## src/rtl/pgalloc_pkg.sv

```systemverilog
package pgalloc_pkg;

  typedef enum logic [2:0] {
    OP_NOP      = 3'd0,
    OP_ALLOC    = 3'd1,
    OP_RESET    = 3'd2,
    OP_RX_DROP  = 3'd3,
    OP_RX_FREE  = 3'd4,
    OP_FREE     = 3'd5,
    OP_TX_PUSH  = 3'd6,
    OP_TX_RESET = 3'd7
  } opcode_e;

  typedef enum logic [1:0] {
    SRC_HOST = 2'd0,
    SRC_RX   = 2'd1,
    SRC_TX   = 2'd2
  } relSrc_e;

  typedef struct packed {
    logic    allocGo;
    logic    relGo;
    relSrc_e relSrc;
    logic    freeNow;
    logic    rxPush;
    logic    rxPop;
    logic    txPush;
    logic    txPop;
    logic    donePush;
    logic    donePop;
    logic    clrAll;
    logic    clrTx;
  } strobes_t;

endpackage

```

## src/rtl/pgalloc_fifo.sv

```systemverilog
module pgalloc_fifo #(
  parameter int W     = 6,
  parameter int DEPTH = 32
) (
  input  logic         clk,
  input  logic         rstN,
  input  logic         clr,
  input  logic         push,
  input  logic         pop,
  input  logic [W-1:0] din,
  output logic [W-1:0] head,
  output logic         empty
);
  localparam int AW = $clog2(DEPTH);
  localparam int CW = AW + 1;

  logic [W-1:0]  mem [DEPTH];
  logic [AW-1:0] wrPtr, rdPtr;
  logic [CW-1:0] cnt;
  logic          full, doPop, doPush;

  assign empty  = (cnt == '0);
  assign full   = (cnt == CW'(DEPTH));
  assign doPop  = pop && !empty;
  assign doPush = push && (!full || doPop);
  assign head   = mem[rdPtr];

  always_ff @(posedge clk) begin
    if (!rstN || clr) begin
      wrPtr <= '0;
      rdPtr <= '0;
      cnt   <= '0;
    end else begin
      if (doPush) begin
        mem[wrPtr] <= din;
        wrPtr <= (wrPtr == AW'(DEPTH - 1)) ? '0 : wrPtr + 1'b1;
      end
      if (doPop) rdPtr <= (rdPtr == AW'(DEPTH - 1)) ? '0 : rdPtr + 1'b1;
      cnt <= cnt + CW'(doPush) - CW'(doPop);
    end
  end

  AST_NO_OVERFLOW: assert property (@(posedge clk) disable iff (!rstN)
    (full && push && !pop && !clr) |=> (full && $stable(wrPtr)))
    else $error("queue accepted a push while full");

endmodule

```

## src/rtl/pgalloc_ctrl.sv

```systemverilog
module pgalloc_ctrl
  import pgalloc_pkg::*;
#(
  parameter int REL_CYC = 4
) (
  input  logic       clk,
  input  logic       rstN,
  input  logic       cmdValid,
  input  logic [2:0] cmdOp,
  input  logic       autoRelease,
  input  logic       rxPushValid,
  input  logic       txPopValid,
  input  logic       txPopOk,
  input  logic       doneRead,
  input  logic       rxEmpty,
  input  logic       txEmpty,
  output strobes_t   strb,
  output logic       busy
);
  localparam int CNT_W = $clog2(REL_CYC + 1);

  logic [CNT_W-1:0] relCnt;
  opcode_e          op;
  logic             busyNow, hostFree, rxRel, txPopAcc, autoRel;

  always_comb begin
    op       = cmdValid ? opcode_e'(cmdOp) : OP_NOP;
    busyNow  = (relCnt != '0);
    hostFree = (op == OP_FREE) && !busyNow;
    rxRel    = (op == OP_RX_FREE) && !busyNow && !rxEmpty;
    strb.clrAll = (op == OP_RESET);
    strb.clrTx  = (op == OP_TX_RESET);
    txPopAcc = txPopValid && !txEmpty && !strb.clrAll && !strb.clrTx;
    autoRel  = txPopAcc && txPopOk && autoRelease && !busyNow && !hostFree && !rxRel;

    strb.allocGo  = (op == OP_ALLOC);
    strb.relGo    = hostFree || rxRel || autoRel;
    strb.relSrc   = hostFree ? SRC_HOST : (rxRel ? SRC_RX : SRC_TX);
    strb.freeNow  = (relCnt == CNT_W'(1)) && !strb.clrAll;
    strb.rxPush   = rxPushValid && !strb.clrAll;
    strb.rxPop    = ((op == OP_RX_DROP) && !rxEmpty) || rxRel;
    strb.txPush   = (op == OP_TX_PUSH);
    strb.txPop    = txPopAcc;
    strb.donePush = txPopAcc && !autoRel;
    strb.donePop  = doneRead && !strb.clrAll && !strb.clrTx;
  end

  always_ff @(posedge clk) begin
    if (!rstN || strb.clrAll) relCnt <= '0;
    else if (strb.relGo)      relCnt <= CNT_W'(REL_CYC);
    else if (busyNow)         relCnt <= relCnt - 1'b1;
  end

  assign busy = busyNow;

  AST_REL_SETS_BUSY: assert property (@(posedge clk) disable iff (!rstN)
    strb.relGo |=> busy)
    else $error("release started without busy");

  AST_BUSY_ENDS_CLEAN: assert property (@(posedge clk) disable iff (!rstN)
    $fell(busy) |-> $past(strb.freeNow || strb.clrAll))
    else $error("busy fell without freeing");

endmodule

```

## src/rtl/pgalloc_dp.sv

```systemverilog
module pgalloc_dp
  import pgalloc_pkg::*;
#(
  parameter int NP     = 32,
  parameter int PKT_W  = 6,
  parameter int REQ_W  = 5,
  parameter int QDEPTH = 32
) (
  input  logic               clk,
  input  logic               rstN,
  input  strobes_t           strb,
  input  logic [REQ_W-1:0]   allocCode,
  input  logic [PKT_W-1:0]   hostPkt,
  input  logic [PKT_W-1:0]   rxPushPkt,
  output logic [PKT_W+1:0]   allocResult,
  output logic               allocDone,
  output logic               rxEmpty,
  output logic               txEmpty,
  output logic               doneEmpty,
  output logic [PKT_W-1:0]   rxHead,
  output logic [PKT_W-1:0]   txHead,
  output logic [PKT_W-1:0]   doneHead
);
  localparam int PG_W   = $clog2(NP);
  localparam int LEN_W  = REQ_W + 1;
  localparam int MAXREQ = 1 << REQ_W;

  logic [NP-1:0]    usedMap, freeMask, allocMask;
  logic [LEN_W-1:0] lens [NP];
  logic [PKT_W-1:0] relPkt, relSel;
  logic [PG_W-1:0]  relStart, fitStart;
  logic [LEN_W-1:0] relLen, needPages;
  logic             relValid, freeHit, fitFound, allocHit;

  // lowest-fit search over the free map
  assign needPages = LEN_W'(allocCode) + LEN_W'(1);
  always_comb begin
    logic ok;
    fitFound = 1'b0;
    fitStart = '0;
    for (int s = NP - 1; s >= 0; s--) begin
      ok = (s + int'(needPages) <= NP);
      for (int k = 0; k < MAXREQ; k++)
        if (k < int'(needPages) && s + k < NP && usedMap[PG_W'(s + k)]) ok = 1'b0;
      if (ok) begin
        fitFound = 1'b1;
        fitStart = PG_W'(s);
      end
    end
  end

  assign allocHit = strb.allocGo && fitFound;
  assign relValid = (relPkt < PKT_W'(NP));
  assign relStart = relPkt[PG_W-1:0];
  assign relLen   = lens[relStart];
  assign freeHit  = strb.freeNow && relValid;

  for (genvar i = 0; i < NP; i++) begin : g_mask
    assign freeMask[i]  = freeHit && (i >= int'(relStart)) &&
                          (i < int'(relStart) + int'(relLen));
    assign allocMask[i] = allocHit && (i >= int'(fitStart)) &&
                          (i < int'(fitStart) + int'(needPages));
  end

  always_comb begin
    case (strb.relSrc)
      SRC_HOST: relSel = hostPkt;
      SRC_RX:   relSel = rxHead;
      default:  relSel = txHead;
    endcase
  end

  always_ff @(posedge clk) begin
    if (!rstN || strb.clrAll) begin
      usedMap <= '0;
      for (int i = 0; i < NP; i++) lens[i] <= '0;
    end else begin
      usedMap <= (usedMap & ~freeMask) | allocMask;
      if (freeHit)  lens[relStart] <= '0;
      if (allocHit) lens[fitStart] <= needPages;
    end
  end

  always_ff @(posedge clk) begin
    if (!rstN) begin
      relPkt      <= '0;
      allocResult <= {1'b1, {(PKT_W+1){1'b0}}};
      allocDone   <= 1'b0;
    end else begin
      if (strb.relGo) relPkt <= relSel;
      allocDone <= strb.allocGo;
      if (strb.allocGo)
        allocResult <= fitFound ? {2'b00, PKT_W'(fitStart)} : {1'b1, {(PKT_W+1){1'b0}}};
    end
  end

  pgalloc_fifo #(.W(PKT_W), .DEPTH(QDEPTH)) u_rxQ (
    .clk(clk), .rstN(rstN), .clr(strb.clrAll), .push(strb.rxPush), .pop(strb.rxPop),
    .din(rxPushPkt), .head(rxHead), .empty(rxEmpty));

  pgalloc_fifo #(.W(PKT_W), .DEPTH(QDEPTH)) u_txQ (
    .clk(clk), .rstN(rstN), .clr(strb.clrAll || strb.clrTx), .push(strb.txPush),
    .pop(strb.txPop), .din(hostPkt), .head(txHead), .empty(txEmpty));

  pgalloc_fifo #(.W(PKT_W), .DEPTH(QDEPTH)) u_doneQ (
    .clk(clk), .rstN(rstN), .clr(strb.clrAll || strb.clrTx), .push(strb.donePush),
    .pop(strb.donePop), .din(txHead), .head(doneHead), .empty(doneEmpty));

  AST_ALLOC_PULSE: assert property (@(posedge clk) disable iff (!rstN)
    strb.allocGo |=> allocDone)
    else $error("allocate without done pulse");

  AST_FAIL_NO_TAKE: assert property (@(posedge clk) disable iff (!rstN)
    (strb.allocGo && !fitFound && !strb.freeNow && !strb.clrAll) |=> $stable(usedMap))
    else $error("failed allocation changed the page map");

endmodule

```

## src/rtl/pgalloc_top.sv

```systemverilog
module pgalloc_top
  import pgalloc_pkg::*;
#(
  parameter int NP      = 32,
  parameter int PKT_W   = 6,
  parameter int REQ_W   = 5,
  parameter int QDEPTH  = 32,
  parameter int REL_CYC = 4
) (
  input  logic               clk,
  input  logic               rstN,
  input  logic               cmdValid,
  input  logic [REQ_W+2:0]   cmdWord,
  input  logic [PKT_W-1:0]   pktNumIn,
  input  logic               autoRelease,
  input  logic               rxPushValid,
  input  logic [PKT_W-1:0]   rxPushPkt,
  input  logic               txPopValid,
  input  logic               txPopOk,
  input  logic               doneRead,
  output logic [PKT_W+1:0]   allocResult,
  output logic               allocDone,
  output logic               busy,
  output logic [15:0]        rxFifoPort,
  output logic [PKT_W+1:0]   txFifoPort,
  output logic               txHeadValid,
  output logic [PKT_W-1:0]   txHeadPkt
);
  localparam int RX_PAD = 16 - 1 - PKT_W;

  strobes_t         strb;
  logic             rxEmpty, txEmpty, doneEmpty;
  logic [PKT_W-1:0] rxHead, txHead, doneHead;

  pgalloc_ctrl #(.REL_CYC(REL_CYC)) u_ctrl (
    .clk(clk), .rstN(rstN), .cmdValid(cmdValid), .cmdOp(cmdWord[REQ_W+2:REQ_W]),
    .autoRelease(autoRelease), .rxPushValid(rxPushValid), .txPopValid(txPopValid),
    .txPopOk(txPopOk), .doneRead(doneRead), .rxEmpty(rxEmpty), .txEmpty(txEmpty),
    .strb(strb), .busy(busy));

  pgalloc_dp #(.NP(NP), .PKT_W(PKT_W), .REQ_W(REQ_W), .QDEPTH(QDEPTH)) u_dp (
    .clk(clk), .rstN(rstN), .strb(strb), .allocCode(cmdWord[REQ_W-1:0]),
    .hostPkt(pktNumIn), .rxPushPkt(rxPushPkt), .allocResult(allocResult),
    .allocDone(allocDone), .rxEmpty(rxEmpty), .txEmpty(txEmpty), .doneEmpty(doneEmpty),
    .rxHead(rxHead), .txHead(txHead), .doneHead(doneHead));

  assign rxFifoPort  = {rxEmpty, {RX_PAD{1'b0}}, rxEmpty ? {PKT_W{1'b0}} : rxHead};
  assign txFifoPort  = {doneEmpty, 1'b0, doneEmpty ? {PKT_W{1'b0}} : doneHead};
  assign txHeadValid = !txEmpty;
  assign txHeadPkt   = txEmpty ? {PKT_W{1'b0}} : txHead;

endmodule

```

## config.mk

```make
export PLATFORM = sky130hd
export DESIGN_NAME = pgalloc_top
export DESIGN_NICKNAME = d
export VERILOG_FILES = /design/src/rtl/pgalloc_pkg.sv /design/src/rtl/pgalloc_fifo.sv /design/src/rtl/pgalloc_ctrl.sv /design/src/rtl/pgalloc_dp.sv /design/src/rtl/pgalloc_top.sv
export SDC_FILE = /design/constraint.sdc
export NUM_CORES = 1
export LEC_CHECK = 0
export ABC_CLOCK_PERIOD_IN_PS = 8500
export BUFFER_PORTS_ARGS = -buffer_cell sky130_fd_sc_hd__buf_2
export CORE_MARGIN = 10
export CORE_UTILIZATION = 55
export DETAILED_ROUTE_END_ITERATION = 10
export GPL_TIMING_DRIVEN = 0
export PLACE_DENSITY = 0.76
export SLEW_MARGIN = 20
export SYNTH_ARGS = -nofsm -noshare
export SYNTH_HDL_FRONTEND = slang
export SYNTH_SLANG_ARGS = --single-unit
```

## constraint.sdc

```tcl
create_clock -name clk -period 8.5 [get_ports clk]
set_input_delay 2.55 -clock clk [delete_from_list [all_inputs] [get_ports clk]]
set_output_delay 2.55 -clock clk [all_outputs]
set_load 0.1 [all_outputs]
```

After elaboration in Yosys (flattened, before gate mapping)
Memories as Yosys holds them, arrays and structs flattened. A register that Yosys moved wholly into a read port is not among the register bits.
Cells that the tools add are included.
{"block": "word_totals", "n_memories": 4, "output_inout_bits": 41, "ff_bits": 98, "ramBits": 768}
{"block": "classes", "n_reduce_logical": 318, "mux": 247, "eq_ne": 18, "bitwise_logic": 3, "n_addsub": 47, "magnitude_cmp": 175}
{"name": "u_dp.lens", "words": 32, "word_bits": 6, "rd": 1, "rd_ports_with_merged_regs": 1, "wr": 32, "line_no": "pgalloc_dp.sv:29", "text": "logic [LEN_W-1:0] lens [NP];"}
{"name": "u_dp.u_doneQ.mem", "words": 32, "word_bits": 6, "rd": 1, "rd_ports_with_merged_regs": 1, "wr": 1, "line_no": "pgalloc_fifo.sv:17", "text": "logic [W-1:0] mem [DEPTH];"}
{"name": "u_dp.u_rxQ.mem", "words": 32, "word_bits": 6, "rd": 1, "rd_ports_with_merged_regs": 1, "wr": 1, "line_no": "pgalloc_fifo.sv:17"}
{"name": "u_dp.u_txQ.mem", "words": 32, "word_bits": 6, "rd": 1, "rd_ports_with_merged_regs": 1, "wr": 1, "line_no": "pgalloc_fifo.sv:17"}
{"op": "6-bit by 32-bit less-than comparator with 1-bit output (first input constant)", "n": 32}
{"op": "32-bit by 7-bit less-or-equal comparator with 1-bit output (second input constant)", "n": 31}
{"op": "5-bit by 32-bit less-than comparator with 1-bit output (first input constant)", "n": 16}
{"op": "1-bit logical AND", "n": 287}
{"op": "4-bit by 32-bit less-than comparator with 1-bit output (first input constant)", "n": 8}
{"op": "5-bit 2-to-1 mux", "n": 48}
{"op": "1-bit 2-to-1 mux", "n": 187}
{"op": "5-bit greater-or-equal comparator (first input constant)", "n": 30}
{"op": "3-bit by 32-bit less-than comparator with 1-bit output (first input constant)", "n": 4}
{"op": "5-bit by 6-bit adder with 7-bit output (first input constant)", "n": 16}
{"op": "4-bit by 5-bit greater-or-equal comparator with 1-bit output (first input constant)", "n": 16}
{"op": "1-bit by 32-bit less-than comparator with 1-bit output (first input constant)", "n": 2}
{"op": "2-bit by 32-bit less-than comparator with 1-bit output (first input constant)", "n": 2}
{"op": "4-bit by 6-bit adder with 7-bit output (first input constant)", "n": 8}
{"op": "4-bit by 6-bit less-than comparator with 1-bit output (first input constant)", "n": 8}
{"op": "3-bit by 5-bit greater-or-equal comparator with 1-bit output (first input constant)", "n": 8}
{"op": "32-bit AND", "n": 1}
{"op": "32-bit inverter", "n": 1}
{"op": "32-bit bitwise OR", "n": 1}
{"op": "5-bit by 1-bit adder with 5-bit output (second input constant)", "n": 6}
{"op": "5-bit equality test (second input constant)", "n": 6}
{"op": "6-bit 2-to-1 mux", "n": 5}
{"op": "3-bit by 6-bit adder with 7-bit output (first input constant)", "n": 4}
{"op": "3-bit by 6-bit less-than comparator with 1-bit output (first input constant)", "n": 4}
{"op": "30 further kinds", "n": 77}

Logic depth before layout (Yosys ltp)
{"block": "logic_depth", "depth_word": 41, "ltp_mapped": 30}

Modules after synthesis
From an unflattened synthesis, not the netlist that was laid out.
{"block": "hier_totals", "hier_cells": 2897, "area_unflattened_um2": 40314.9}
{"mod": "pgalloc_fifo", "area_per_inst_um2": 8719.6, "cells_per_inst": 527, "seq_area_each_um2": 6185.9, "instances": 3}
{"mod": "pgalloc_dp", "area_per_inst_um2": 13545.5, "cells_per_inst": 1237, "seq_area_each_um2": 6446.2, "instances": 1}
{"mod": "pgalloc_ctrl", "area_per_inst_um2": 400.4, "cells_per_inst": 47, "seq_area_each_um2": 60.1, "instances": 1}
{"mod": "pgalloc_top", "area_per_inst_um2": 210.2, "cells_per_inst": 32, "seq_area_each_um2": 0.0, "instances": 1}

Least setup slack after synthesis
Ideal clock, no wire load.
{"block": "synth_path", "kind": "in2reg", "from": "input cmdWord[0]", "to": "register u_dp.usedMap[10]", "slack_ns": 0.481, "arrival_ns": 7.894, "path_buffers": 6, "setup_time_ns": 0.126, "cell_stages": 26, "cell_sequence": "buf_4 > buf_2 > inv_1 > clkbuf_1 > ha_1 > buf_2 > a211oi_1 > or2_1 > a2111o_1 > a31oi_1 > o21ai_0 > a221o_1 > a211oi_1 > o221ai_2 > buf_4 > buf_4 > fa_1 > nor2b_1 > nand4_1 > o21a_1 > o22a_1 > nor4_1 > and2_1 > nand2_1 > a41oi_1 > o31ai_1"}
{"block": "synth_between", "elab_chain_len": 39}
{"item": "from (decl)", "line_no": "pgalloc_top.sv:13", "text": "input logic [REQ_W+2:0] cmdWord,"}
{"item": "5-bit by 1-bit adder with 6-bit output *", "line_no": "pgalloc_dp.sv:36", "text": "assign needPages = LEN_W'(allocCode) + LEN_W'(1);"}
{"item": "named net u_dp.needPages[0]", "line_no": "pgalloc_dp.sv:32", "text": "logic [LEN_W-1:0] relLen, needPages;"}
{"item": "5-bit by 6-bit adder with 7-bit output", "line_no": "pgalloc_dp.sv:42", "text": "ok = (s + int'(needPages) <= NP);"}
{"item": "32-bit by 7-bit less-or-equal comparator with 1-bit output", "line_no": "pgalloc_dp.sv:42"}
{"item": "5-bit 2-to-1 mux / 1-bit 2-to-1 mux (equally long branches) (32 in series)", "line_no": "pgalloc_dp.sv:45", "text": "if (ok) begin"}
{"item": "5-bit by 6-bit adder with 7-bit output (tied with other cells)", "line_no": "pgalloc_dp.sv:62", "text": "(i < int'(fitStart) + int'(needPages));"}
{"item": "5-bit by 32-bit less-than comparator with 1-bit output / 1-bit logical AND (equally long branches)", "line_no": "pgalloc_dp.sv:62, pgalloc_dp.sv:61"}
{"item": "1-bit logical AND *", "line_no": "pgalloc_dp.sv:61", "text": "assign allocMask[i] = allocHit && (i >= int'(fitStart)) &&"}
{"item": "32-bit bitwise OR *", "line_no": "pgalloc_dp.sv:78", "text": "usedMap <= (usedMap & ~freeMask) | allocMask;"}
{"item": "to (signal assigned)", "line_no": "pgalloc_dp.sv:78"}
{"item": "to (decl)", "line_no": "pgalloc_dp.sv:28", "text": "logic [NP-1:0] usedMap, freeMask, allocMask;"}
Mark *: on every way through the listed nets, which the timed path passes. The rest lies on a longest branch.
A chain may end at the register's enable or synchronous reset.

Final worst setup path
{"block": "layout_path", "from": "input cmdWord[0]", "to": "register u_dp.usedMap[1]"}
{"block": "layout_between", "elab_chain_len": 39}
{"item": "5-bit by 1-bit adder with 6-bit output *", "line_no": "pgalloc_dp.sv:36"}
{"item": "named net u_dp.needPages[2]", "line_no": "pgalloc_dp.sv:32"}
{"item": "5-bit by 6-bit adder with 7-bit output", "line_no": "pgalloc_dp.sv:42"}
{"item": "32-bit by 7-bit less-or-equal comparator with 1-bit output", "line_no": "pgalloc_dp.sv:42"}
{"item": "5-bit 2-to-1 mux / 1-bit 2-to-1 mux (equally long branches) (32 in series)", "line_no": "pgalloc_dp.sv:45"}
{"item": "5-bit by 6-bit adder with 7-bit output (tied with other cells)", "line_no": "pgalloc_dp.sv:62"}
{"item": "2-bit by 32-bit less-than comparator with 1-bit output / 1-bit logical AND (equally long branches)", "line_no": "pgalloc_dp.sv:62, pgalloc_dp.sv:61"}
{"item": "1-bit logical AND *", "line_no": "pgalloc_dp.sv:61"}
{"item": "32-bit bitwise OR *", "line_no": "pgalloc_dp.sv:78"}
Marks and branches as above.

==> impl_metrics.toml <==
[floorplanning]
die_area_um2 = 83200
fp-row-count = 98
die-height_um = 288
die_x_um = 288
start_util_pct = 55.4
design.core.area_um2 = 71500
ios = 69

[clock_network]
hold_buffers = 0
clk_latency_ns = 0.65
clock-root-buffer = "clkbuf_16"
cts_inserted_buffers = 86
cts_sinks = 868
cts_buffer_depth = 3
cts_tree = "built"
path_clk_slew_ns = 0.06
htreeDepth = 3

[timing]
hold_viol_final = 0
clock_skew_ns = 0.0275
worstMarginPinSlew_ns = 1.08
worst_slack_ns = 0.126
max_freq_mhz = 119
setup_viol = 0
fin_crit_ns = 8.37
slew_headroom_pct = 27.9
min_period_over_period_pct = 98.5
maxSlewViolCount = 0
setup-tns-final_ns = 0

[min_path]
min_path_type = "reg2reg"
min_path_cells = 2

[synthesis]
synthCells = 2633
synth-compound-area-share_pct = 7.14
yosysUniqueCellTypes = 107
synth_edf_count = 768
yosys-top-cells-area = "edfxtp_1, mux4_2, dfxtp_1"
ys_seq_area_share_pct = 63.2
synthAdderAreaFrac_pct = 2.45
synth-simple-area-share_pct = 9.34
syn_area_per_cell_um2 = 15.1
ys_ff_latch = 868
ys_async_sr_fraction_pct = 0
yosysWarnings = 0
synth_top_cell_area_share_pct = 58.2
synth_flop_cell = "edfxtp_1"
synth_xor_area_share_pct = 0.622
synth_top_family_by_area = "multiplexers"
synth_mux_area_share_pct = 14.5
netlist.top_cell.by_area = "edfxtp_1"
syn-cell-area_um2 = 39600

[final_layout]
final_util_pct = 62.1
drive_gt1_share_pct = 19.5
num-fill-cells = 5134
instances_no_fill = 3896
nets = 2973
syn2layout_area_growth_pct = 12.0
num_antenna_cells = 0

[global_routing]
grt_max_degree = 34
grt.busiest_layer = "met2"
antenna_found_initial = 5
grt_pass1_wl_um = 162000
grt_overflow = 0
grt_pass1_vias = 25700
grt_use_met2_pct = 41.6
use_met3_pct = 5.01
track_usage_pct = 25.8
use_met1_pct = 34.8

[run]
drv_cap = 0

[routing]
initialDrtViolationCount = 2997
drc = 0
vias = 25400
drtAntennaViolNets = 0
firstDrtPassIters = 5
vias_per_cell = 6.52
wl_per_cell_um = 27.7
wl_um = 108000

[placement]
hpwl_um = 74900
gp_congestion = 0.982
dp_cells = 3733
dpl_worst_slack_ns = -2.48
io_buffers = 56

[power_and_ir_drop]
p_leak_uw = 0.0147
total_power_uw = 11500
p_per_area_nw_per_um2 = 259
peakVddDrop_mv = 0.595

[setup_path]
path_depth = 26
cpMaxStageDelayCell = "nor4_4"
r2r_cells = 18
path_max_fanout = 10
worstPathRequired_ns = 9.00
path_class = "in2reg"
critPathArrivalTime_ns = 8.87
end_kind = "register"
critPathLaunchType = "primary input"
cp_slowest_stage_delay_ns = 0.53
crit_family = "simple AND/OR/NAND/NOR gates"
path_buf_inv = 7

[run_status]
outcome = "completed"
## where the power goes
group	total [µW]	internal [µW]	switching [µW]
combinational	2940	945	2000
clock	3640	2000	1640
sequential	4910	4830	83.7
total	11500	7770	3720
## tightest hold or removal path, stage by stage (launching register included)
cell      delay, ns
dfxtp_1        0.31
nand2_1        0.05
a21boi_0       0.07
## path summary, 6_finish.rpt
path,from,to,slack (ns)
max,cmdWord[0],u_dp.usedMap[1]$_SDFF_PP0_,0.13
min,u_dp.allocResult[3]$_SDFFE_PN0P_,u_dp.allocResult[3]$_SDFFE_PN0P_,0.49
max reg2reg,register,u_dp.usedMap[2]$_SDFF_PP0_,2.22
min reg2reg,u_dp.allocResult[3]$_SDFFE_PN0P_,u_dp.allocResult[3]$_SDFFE_PN0P_,0.49
## cell families after synthesis
group / count (synthesis)
muxes: 274
DFF: 868
adders and majority gates: 76
other: 1
and+or+nand+nor: 727
buffers and inverters: 246
AOI/OAI and AO/OA: 415
xor gates and xnor gates: 26
## layout by cell type (no fill, tap or decap), drive strengths merged, types with 47 or more instances in the layout
cell    netlist  final
edfxtp      768    768
nor2        279    279
mux4        240    240
clkbuf      102    216
buf          82    141
nand2       106    106
o21ai       105    105
dfxtp       100    100
conb          1     95
a21oi        89     89
inv          61     65
ha           64     64
nand3        56     56
nor3         50     50
and3         47     47
## state kept, by name (all words and copies together) (netlist names), 16 cells and up, named ones only
register and flops:
u_dp.u_rxQ.mem 192, u_dp.lens 192, u_dp.u_txQ.mem 192, u_dp.usedMap 16
u_dp.u_doneQ.mem 192
## cell usage after synthesis, drive strengths merged (9+ instances only)
master,instances
clkbuf,102
nand2,106
nand4,17
edfxtp,768
mux4,240
mux2i,28
nor2b,15
and2,29
inv,61
a211oi,17
o211ai,26
nor2,279
nor3b,11
o31ai,9
xnor2,15
dfxtp,100
nand2b,20
o21ai,105
nand3b,18
and3,47
a21oi,89
or2,12
nor3,50
a21o,12
nand3,56
buf,82
ha,64
xor2,11
o22ai,17
a31oi,26
or3,18
## repair_timing
| item | 4_1_cts | 5_1_grt |
|---|---|---|
| hold endpoints to repair | 0 | 0 |
| gates resized for setup | 24 | 32 |
| pin swaps | 3 | 5 |
| endpoints found under the setup margin | 16 | 16 |
| cloned | 0 | 0 |
| setup buffers | 3 | 3 |
## per-layer routing
metal  part of all wire [%]  wire [µm]
met4                    3.8       4080
met5                  0.068         73
met3                    9.4      10100
met1                     39      42100
met2                     48      51600
## stage by stage
stage	cell area, µm²	hold slack [ns]
3_3_place_gp	41500	0.461
3_5_place_dp	41500	0.479
5_1_grt	44400	0.504
4_1_cts	44300	0.491
6_report	44400	0.489
2_1_floorplan	40000	0.453
## final cells by class
cell class | count | area [µm²] | share of cell area [%]
clock inverter | 46 | 404 | 0.910
timing repair buffer | 62 | 325 | 0.733
sequential | 868 | 25100 | 56.4
buffer | 183 | 863 | 1.94
multi-input combinational | 1613 | 14000 | 31.6
inverter | 62 | 233 | 0.524
tap | 950 | 1190 | 2.68
clock buffer | 112 | 2300 | 5.18
Note: power is estimated with default switching activity, not from simulation.
